--- src/rtl/io_dec_pkg.sv ---
package io_dec_pkg;
  localparam int unsigned PORT_W = 8;
  localparam int unsigned DATA_W = 8;
  typedef logic [PORT_W-1:0] port_num_t;
  typedef logic [DATA_W-1:0] data_t;
  typedef enum logic [1:0] {
    IO_IDLE  = 2'b00,
    IO_READ  = 2'b01,
    IO_WRITE = 2'b10
  } io_kind_e;
endpackage

--- src/rtl/io_port_match.sv ---
module io_port_match #(
  parameter int unsigned ADDR_W = 16,
  parameter int unsigned PORT_W = 8,
  parameter logic [PORT_W-1:0] PORT_NUM = '0
) (
  input  logic [ADDR_W-1:0] addr,
  output logic              hit
);
  localparam int unsigned HI_W = ADDR_W - PORT_W;
  logic [PORT_W-1:0] bit_eq;
  logic unused_hi;

  genvar g;
  generate
    for (g = 0; g < PORT_W; g++) begin : g_cmp
      assign bit_eq[g] = ~(addr[g] ^ PORT_NUM[g]);
    end
    if (HI_W > 0) begin : g_hi
      assign unused_hi = ^addr[ADDR_W-1:PORT_W];
    end else begin : g_nohi
      assign unused_hi = 1'b0;
    end
  endgenerate

  assign hit = &bit_eq;
endmodule

--- src/rtl/io_out_latch.sv ---
module io_out_latch
  import io_dec_pkg::*;
(
  input  logic  clk,
  input  logic  rst_n,
  input  logic  load,
  input  data_t d,
  output data_t q
);
  always_ff @(posedge clk or negedge rst_n) begin
    if (!rst_n) q <= '0;
    else if (load) q <= d;
  end

  p_load_r2: assert property (@(posedge clk) disable iff (!rst_n)
    load |=> (q == $past(d)));
  p_hold_r8: assert property (@(posedge clk) disable iff (!rst_n)
    !load |=> $stable(q));
endmodule

--- src/rtl/io_in_buffer.sv ---
module io_in_buffer
  import io_dec_pkg::*;
(
  input  logic  clk,
  input  logic  rst_n,
  input  logic  sel,
  input  data_t pins,
  output data_t dout,
  output logic  oe
);
  assign oe   = sel;
  assign dout = sel ? pins : '0;

  p_quiet_r7: assert property (@(posedge clk) disable iff (!rst_n)
    !oe |-> (dout == '0));
  p_pass_r6: assert property (@(posedge clk) disable iff (!rst_n)
    oe |-> (dout == pins));
endmodule

--- src/rtl/io_port_decoder.sv ---
module io_port_decoder
  import io_dec_pkg::*;
#(
  parameter int unsigned ADDR_W = 16,
  parameter logic [7:0] OUT_PORT = 8'h03,
  parameter logic [7:0] IN_PORT  = 8'h02
) (
  input  logic              clk,
  input  logic              rst_n,
  input  logic [ADDR_W-1:0] addr,
  input  logic              iorq_n,
  input  logic              rd_n,
  input  logic              wr_n,
  input  logic [7:0]        bus_wdata,
  output logic [7:0]        bus_rdata,
  output logic              bus_rdata_oe,
  output logic [7:0]        port_out,
  input  logic [7:0]        port_in
);
  logic hit_out, hit_in;
  io_kind_e kind;

  io_port_match #(.ADDR_W(ADDR_W), .PORT_W(PORT_W), .PORT_NUM(OUT_PORT)) u_match_out (
    .addr(addr), .hit(hit_out));
  io_port_match #(.ADDR_W(ADDR_W), .PORT_W(PORT_W), .PORT_NUM(IN_PORT)) u_match_in (
    .addr(addr), .hit(hit_in));

  always_comb begin
    kind = IO_IDLE;
    if (!iorq_n && !wr_n)      kind = IO_WRITE;
    else if (!iorq_n && !rd_n) kind = IO_READ;
  end

  io_out_latch u_latch (
    .clk(clk), .rst_n(rst_n),
    .load(hit_out && (kind == IO_WRITE)),
    .d(bus_wdata), .q(port_out));

  io_in_buffer u_inbuf (
    .clk(clk), .rst_n(rst_n),
    .sel(hit_in && (kind == IO_READ)),
    .pins(port_in), .dout(bus_rdata), .oe(bus_rdata_oe));

  p_memcyc_r3: assert property (@(posedge clk) disable iff (!rst_n)
    iorq_n |=> $stable(port_out));
  p_oe_io_r7: assert property (@(posedge clk) disable iff (!rst_n)
    bus_rdata_oe |-> (!iorq_n && !rd_n));
  p_other_port_r4: assert property (@(posedge clk) disable iff (!rst_n)
    (addr[7:0] != OUT_PORT) |=> $stable(port_out));
endmodule

--- config.mk ---
export PLATFORM = sky130hd
export DESIGN_NAME = io_port_decoder
export DESIGN_NICKNAME = d
export VERILOG_FILES = /design/src/rtl/io_dec_pkg.sv /design/src/rtl/io_port_match.sv /design/src/rtl/io_out_latch.sv /design/src/rtl/io_in_buffer.sv /design/src/rtl/io_port_decoder.sv
export SDC_FILE = /design/constraint.sdc
export NUM_CORES = 1
export LEC_CHECK = 0
export BUFFER_PORTS_ARGS = -buffer_cell sky130_fd_sc_hd__buf_4
export CORE_MARGIN = 4
export CORE_UTILIZATION = 33
export DETAILED_ROUTE_END_ITERATION = 12
export PLACE_DENSITY = 0.82
export SLEW_MARGIN = 10
export SYNTH_ARGS = -nofsm -noshare
export SYNTH_HDL_FRONTEND = slang
export SYNTH_SLANG_ARGS = --single-unit
--- constraint.sdc ---
create_clock -name clk -period 1.65 [get_ports clk]
set_input_delay 0.2475 -clock clk [delete_from_list [all_inputs] [get_ports clk]]
set_output_delay 0.2475 -clock clk [all_outputs]
set_load 0.02 [all_outputs]
# == Yosys cells after proc, flatten, opt, wreduce, memory -nomap -nowiden ==
# Cells that the tools add are included.
# totals
regBits,8
latch_bits,0
mem_bits_rw,0
romBits,0
elab_cells,22
n_memories,0
# op_classes
n_addsub,0
multipliers,0
div,0
magnitude_cmp,0
n_eq_ne,2
shifts,0
mux,3
bitwise,7
reduce_logical,9
# op_table
op,n
AND reduction 8 bit,2
2-to-1 mux 8 bit,1
inverter 1 bit,7
logical AND 1 bit,4
zero test 1 bit,3
"== test 2 x 1 -> 1 bit, second input constant",1
"== test 2 bit, second input constant",1
2-to-1 mux 2 bit,1
2-to-1 mux 1 bit,1

# == Depth between registers and ports, before layout ==
# depth
depth_word,7
ltp_mapped,3

# == By module ==
# From an unflattened synthesis, not the netlist that was laid out.
# unflattened
hier_cells,34
area_unflattened_um2,452.9
# modules_own_cells
mod,n_inst,cells_each,area_per_inst_um2,seq_area_each_um2
io_out_latch,1,17,331.6,200.2
io_in_buffer,1,9,57.6,0.0
io_port_match at u_match_out,1,3,23.8,0.0
io_port_decoder,1,2,20.0,0.0
io_port_match at u_match_in,1,3,20.0,0.0

# == Worst setup path before layout ==
# No wires, ideal clock.
# synth_path
kind,in2out
start,in iorq_n
end,out bus_rdata[0]
t_arrival_ns,1.285
slack_ns,0.118
cell_stages,3
path_cell_list,nor4b_4 -> o2111a_1 -> and2_1
# synth_via
elab_chain_cells,7
# synth_lines
item,line_no,text
from (decl),io_port_decoder.sv:11,"input logic iorq_n,"
zero test 1 bit *,"io_port_decoder.sv:30, io_port_decoder.sv:31",
logical AND 1 bit,io_port_decoder.sv:31,else if (!iorq_n && !rd_n) kind = IO_READ;
2-to-1 mux 1 bit,io_port_decoder.sv:31,
2-to-1 mux 2 bit *,io_port_decoder.sv:30,if (!iorq_n && !wr_n) kind = IO_WRITE;
== test 2 x 1 -> 1 bit *,io_port_decoder.sv:41,".sel(hit_in && (kind == IO_READ)),"
logical AND 1 bit *,io_port_decoder.sv:41,
via bus_rdata_oe,io_port_decoder.sv:16,"output logic bus_rdata_oe,"
2-to-1 mux 8 bit *,io_in_buffer.sv:12,assign dout = sel ? pins : '0;
to (decl),io_port_decoder.sv:15,"output logic [7:0] bus_rdata,"
# The timed path passes the listed nets; every way through them passes the cells marked *.

# == Worst setup path after layout ==
# layout_path
start,in iorq_n
end,out bus_rdata[3]
# layout_via
elab_chain_cells,7
# layout_lines
item,line_no
zero test 1 bit *,"io_port_decoder.sv:30, io_port_decoder.sv:31"
logical AND 1 bit,io_port_decoder.sv:31
2-to-1 mux 1 bit,io_port_decoder.sv:31
2-to-1 mux 2 bit *,io_port_decoder.sv:30
== test 2 x 1 -> 1 bit *,io_port_decoder.sv:41
logical AND 1 bit *,io_port_decoder.sv:41
2-to-1 mux 8 bit *,io_in_buffer.sv:12
# Mark *: on every way between the ends. The rest lies on a longest branch, timed or not.

==> results.sh <==
export IMPL_status="completed"
export IMPL_final_period_utilization_pct=91.2
export IMPL_fmax_ghz=0.664
export IMPL_leakage_nw=0.498
export IMPL_grt_pass1_vias=446
export IMPL_synth_cell_types=9
export IMPL_yosys_area_top_type_share_pct=46.4
export IMPL_critPathRequiredTime_ns=1.40
export IMPL_syn_num_nets=66
export IMPL_grt_ovfl_total=0
export IMPL_path_class="input port to primary output"
export IMPL_max_stage_delay_ns=0.31
export IMPL_cpMostUsedCell="buf_4"
export IMPL_synth_avg_cell_area_um2=14.9
export IMPL_reg_top3="u_latch.q: 8 flops"
export IMPL_setup_violations=0
export IMPL_grt_first_pass_wirelength_um=1970
export IMPL_h_tree_depth=1
export IMPL_gp_congestion=0.704
export IMPL_vdd_drop_max_mv=0.408
export IMPL_layout_drive_gt1_share_pct=77.5
export IMPL_fin_crit_ns=1.50
export IMPL_drtIter0Drc=0
export IMPL_r2r_cells=1
export IMPL_dr_pass1_iters=1
export IMPL_cts_tree="done"
export IMPL_grtUsageTotal_pct=14.3
export IMPL_whs_path_depth=2
export IMPL_top_register="u_latch.q"
export IMPL_drc_errors=0
export IMPL_io_buffers=45
export IMPL_routed_wl_um=1210
export IMPL_r2r_start="u_latch.q[1]"
export IMPL_comb_power_share_pct=20.8
export IMPL_start_util_pct=36.9
export IMPL_drv_cap=0
export IMPL_startpoint_type="input port"
export IMPL_antenna_cells=0
export IMPL_cp_data_arrival_time_ns=1.26
export IMPL_synth_cells=29
export IMPL_switching_share_pct=20.9
export IMPL_finalInstanceArea_um2=836
export IMPL_clk_pin_slew_ns=0.05
export IMPL_area_delta_synth_final_pct=93.6
export IMPL_grt_max_degree=10
export IMPL_root_buffer="clkbuf_4"
export IMPL_final_common_cell="buf_4"
export IMPL_ys_ff_latch=8
export IMPL_cts_made_buffers=3
export IMPL_coreArea_um2=1170
export IMPL_fp_dieW_um=44.2
export IMPL_cts_buffer_depth=2
export IMPL_largest_reg_flops=8
export IMPL_power_frac_clock_pct=32.4
export IMPL_rrSetupSlack_ns=0.90
export IMPL_endpoint_kind="primary output"
export IMPL_rsz0062_at_grt="false"
export IMPL_clkLatencyLatePin_ns=0.24
export IMPL_synthTopCellsByArea="dfrtp_1 (46%), mux2_2 (16%), and2_1 (12%), mux2_4 (7.0%), nand4b_4 (5.5%)"
export IMPL_crit_start="iorq_n"
export IMPL_power_net_switching_mw=0.0910
export IMPL_wire_per_inst_um=12.9
export IMPL_synth_warnings=0
export IMPL_hold_class="input port to flip-flop"
export IMPL_num_rows=12
export IMPL_cts_setup_buffers=0
export IMPL_fin_nets=119
export IMPL_place_area_um2=802
export IMPL_crit_path_top_delay_cell="o2111a_2"
export IMPL_vias_per_cell=4.34
export IMPL_cellInternalPower_mw=0.345
export IMPL_yosysTopAreaCell="dfrtp_1"
export IMPL_setup_tns_ns=0
export IMPL_hold_viol=0
export IMPL_r2r_end="u_latch.q[1]"
export IMPL_synth_area_um2=432
export IMPL_layout_common_cells="buf_4 (47), and2_1 (8), dfrtp_1 (8), mux2_2 (6), clkbuf_4 (3)"
export IMPL_fp_dieArea_um2=1950
export IMPL_die_h_um=44.2
export IMPL_power_frac_seq_pct=46.8
export IMPL_power_density_nw_per_um2=522
export IMPL_synth_seq_area_share_pct=46.4
export IMPL_clkSinkCount=8
export IMPL_tightest_slew_ns=0.224
export IMPL_dr_total_vias=408
export IMPL_drv_slew=0
export IMPL_ioPinCount=54
export IMPL_skew_ns=0
export IMPL_worstPathMaxFanout=9
export IMPL_antenna_found_initial=0
export IMPL_path_cells="buf_4 > nor4b_4 > o2111a_2 > and2_1 > buf_4"
export IMPL_drt_antenna_violating_nets=0
export IMPL_slew_headroom_pct=85.0
export IMPL_endpoint="bus_rdata[3]"
-- critical path: cells and delay by family --
family          cells  cell delay, ns
buf+inv             2            0.26
compound gates      1            0.31
simple gates        2            0.44
-- cells by family after synthesis --
| family | Yosys count | share of synthesized area (%) |
|---|---|---|
| AND/OR/NAND/NOR | 12 | 28.4 |
| multiplexers | 8 | 22.6 |
| flip-flops | 8 | 46.4 |
| AO/OA/AOI/OAI | 1 | 2.61 |
-- cell usage after synthesis --
| master | number |
|---|---|
| nand4b_4 | 1 |
| mux2_4 | 2 |
| mux2_2 | 6 |
| o2111a_1 | 1 |
| nor4b_4 | 1 |
| dfrtp_1 | 8 |
| and2_1 | 8 |
| nor2_1 | 1 |
| nor4_4 | 1 |
-- stage by stage --
step / hold WS (ns) / power, mW / util (%) / worst slack (ns) / cells
floorplan: -0.0481 / 0.226 / - / 0.118 / 29
global placement: 0.0694 / 0.295 / 68.5 / 0.0892 / 90
detailed placement: 0.0682 / 0.297 / 68.5 / 0.0735 / 90
CTS: 0.218 / 0.448 / 71.3 / 0.0706 / 94
global route: 0.213 / 0.470 / 71.4 / 0.0647 / 94
finish: 0.230 / 0.436 / 71.4 / 0.145 / 94
-- power groups by stage --
| stage | sequential (mW) | clock, mW | combinational (mW) |
|---|---|---|---|
| detailed placement | 0.207 | 0 | 0.0897 |
| CTS | 0.204 | 0.152 | 0.0919 |
| floorplan | 0.214 | 0 | 0.0122 |
| global placement | 0.207 | 0 | 0.0881 |
| finish | 0.204 | 0.141 | 0.0906 |
| global route | 0.205 | 0.167 | 0.0983 |
-- area by class of cell --
type	count	area, um^2
tap	14	17.5
fill	89	335
timing repair buffer	48	363
sequential	8	200
clock buffer	3	22.5
multi-input combinational	21	233
-- worst min-delay path by stage --
stage | startpoint | to | slack [ns]
floorplan | rst_n | u_latch.q[0] | -0.05
global placement | rst_n | u_latch.q[5] | 0.07
CTS | bus_wdata[7] | u_latch.q[7] | 0.22
global route | bus_wdata[4] | u_latch.q[4] | 0.21
detailed placement | rst_n | u_latch.q[5] | 0.07
finish | bus_wdata[7] | u_latch.q[7] | 0.23
-- what timing repair did --
item,CTS,global route
endpoints found under the setup margin,0,2
hold buffers,1,0
gates resized for setup,0,1
endpoints found under the hold margin,8,0
-- metal layers --
metal | vias up | wire (um) | share of wire [%] | track usage (%)
met5 | - | 0 | 0 | 0
met4 | 0 | 0 | 0 | 5.42
met3 | 0 | 57 | 4.7 | 6.10
met2 | 8 | 783 | 65 | 26.7
met1 | 192 | 370 | 31 | 13.5
li1 | 208 | - | - | -
Power figures use the tool's default switching activity.
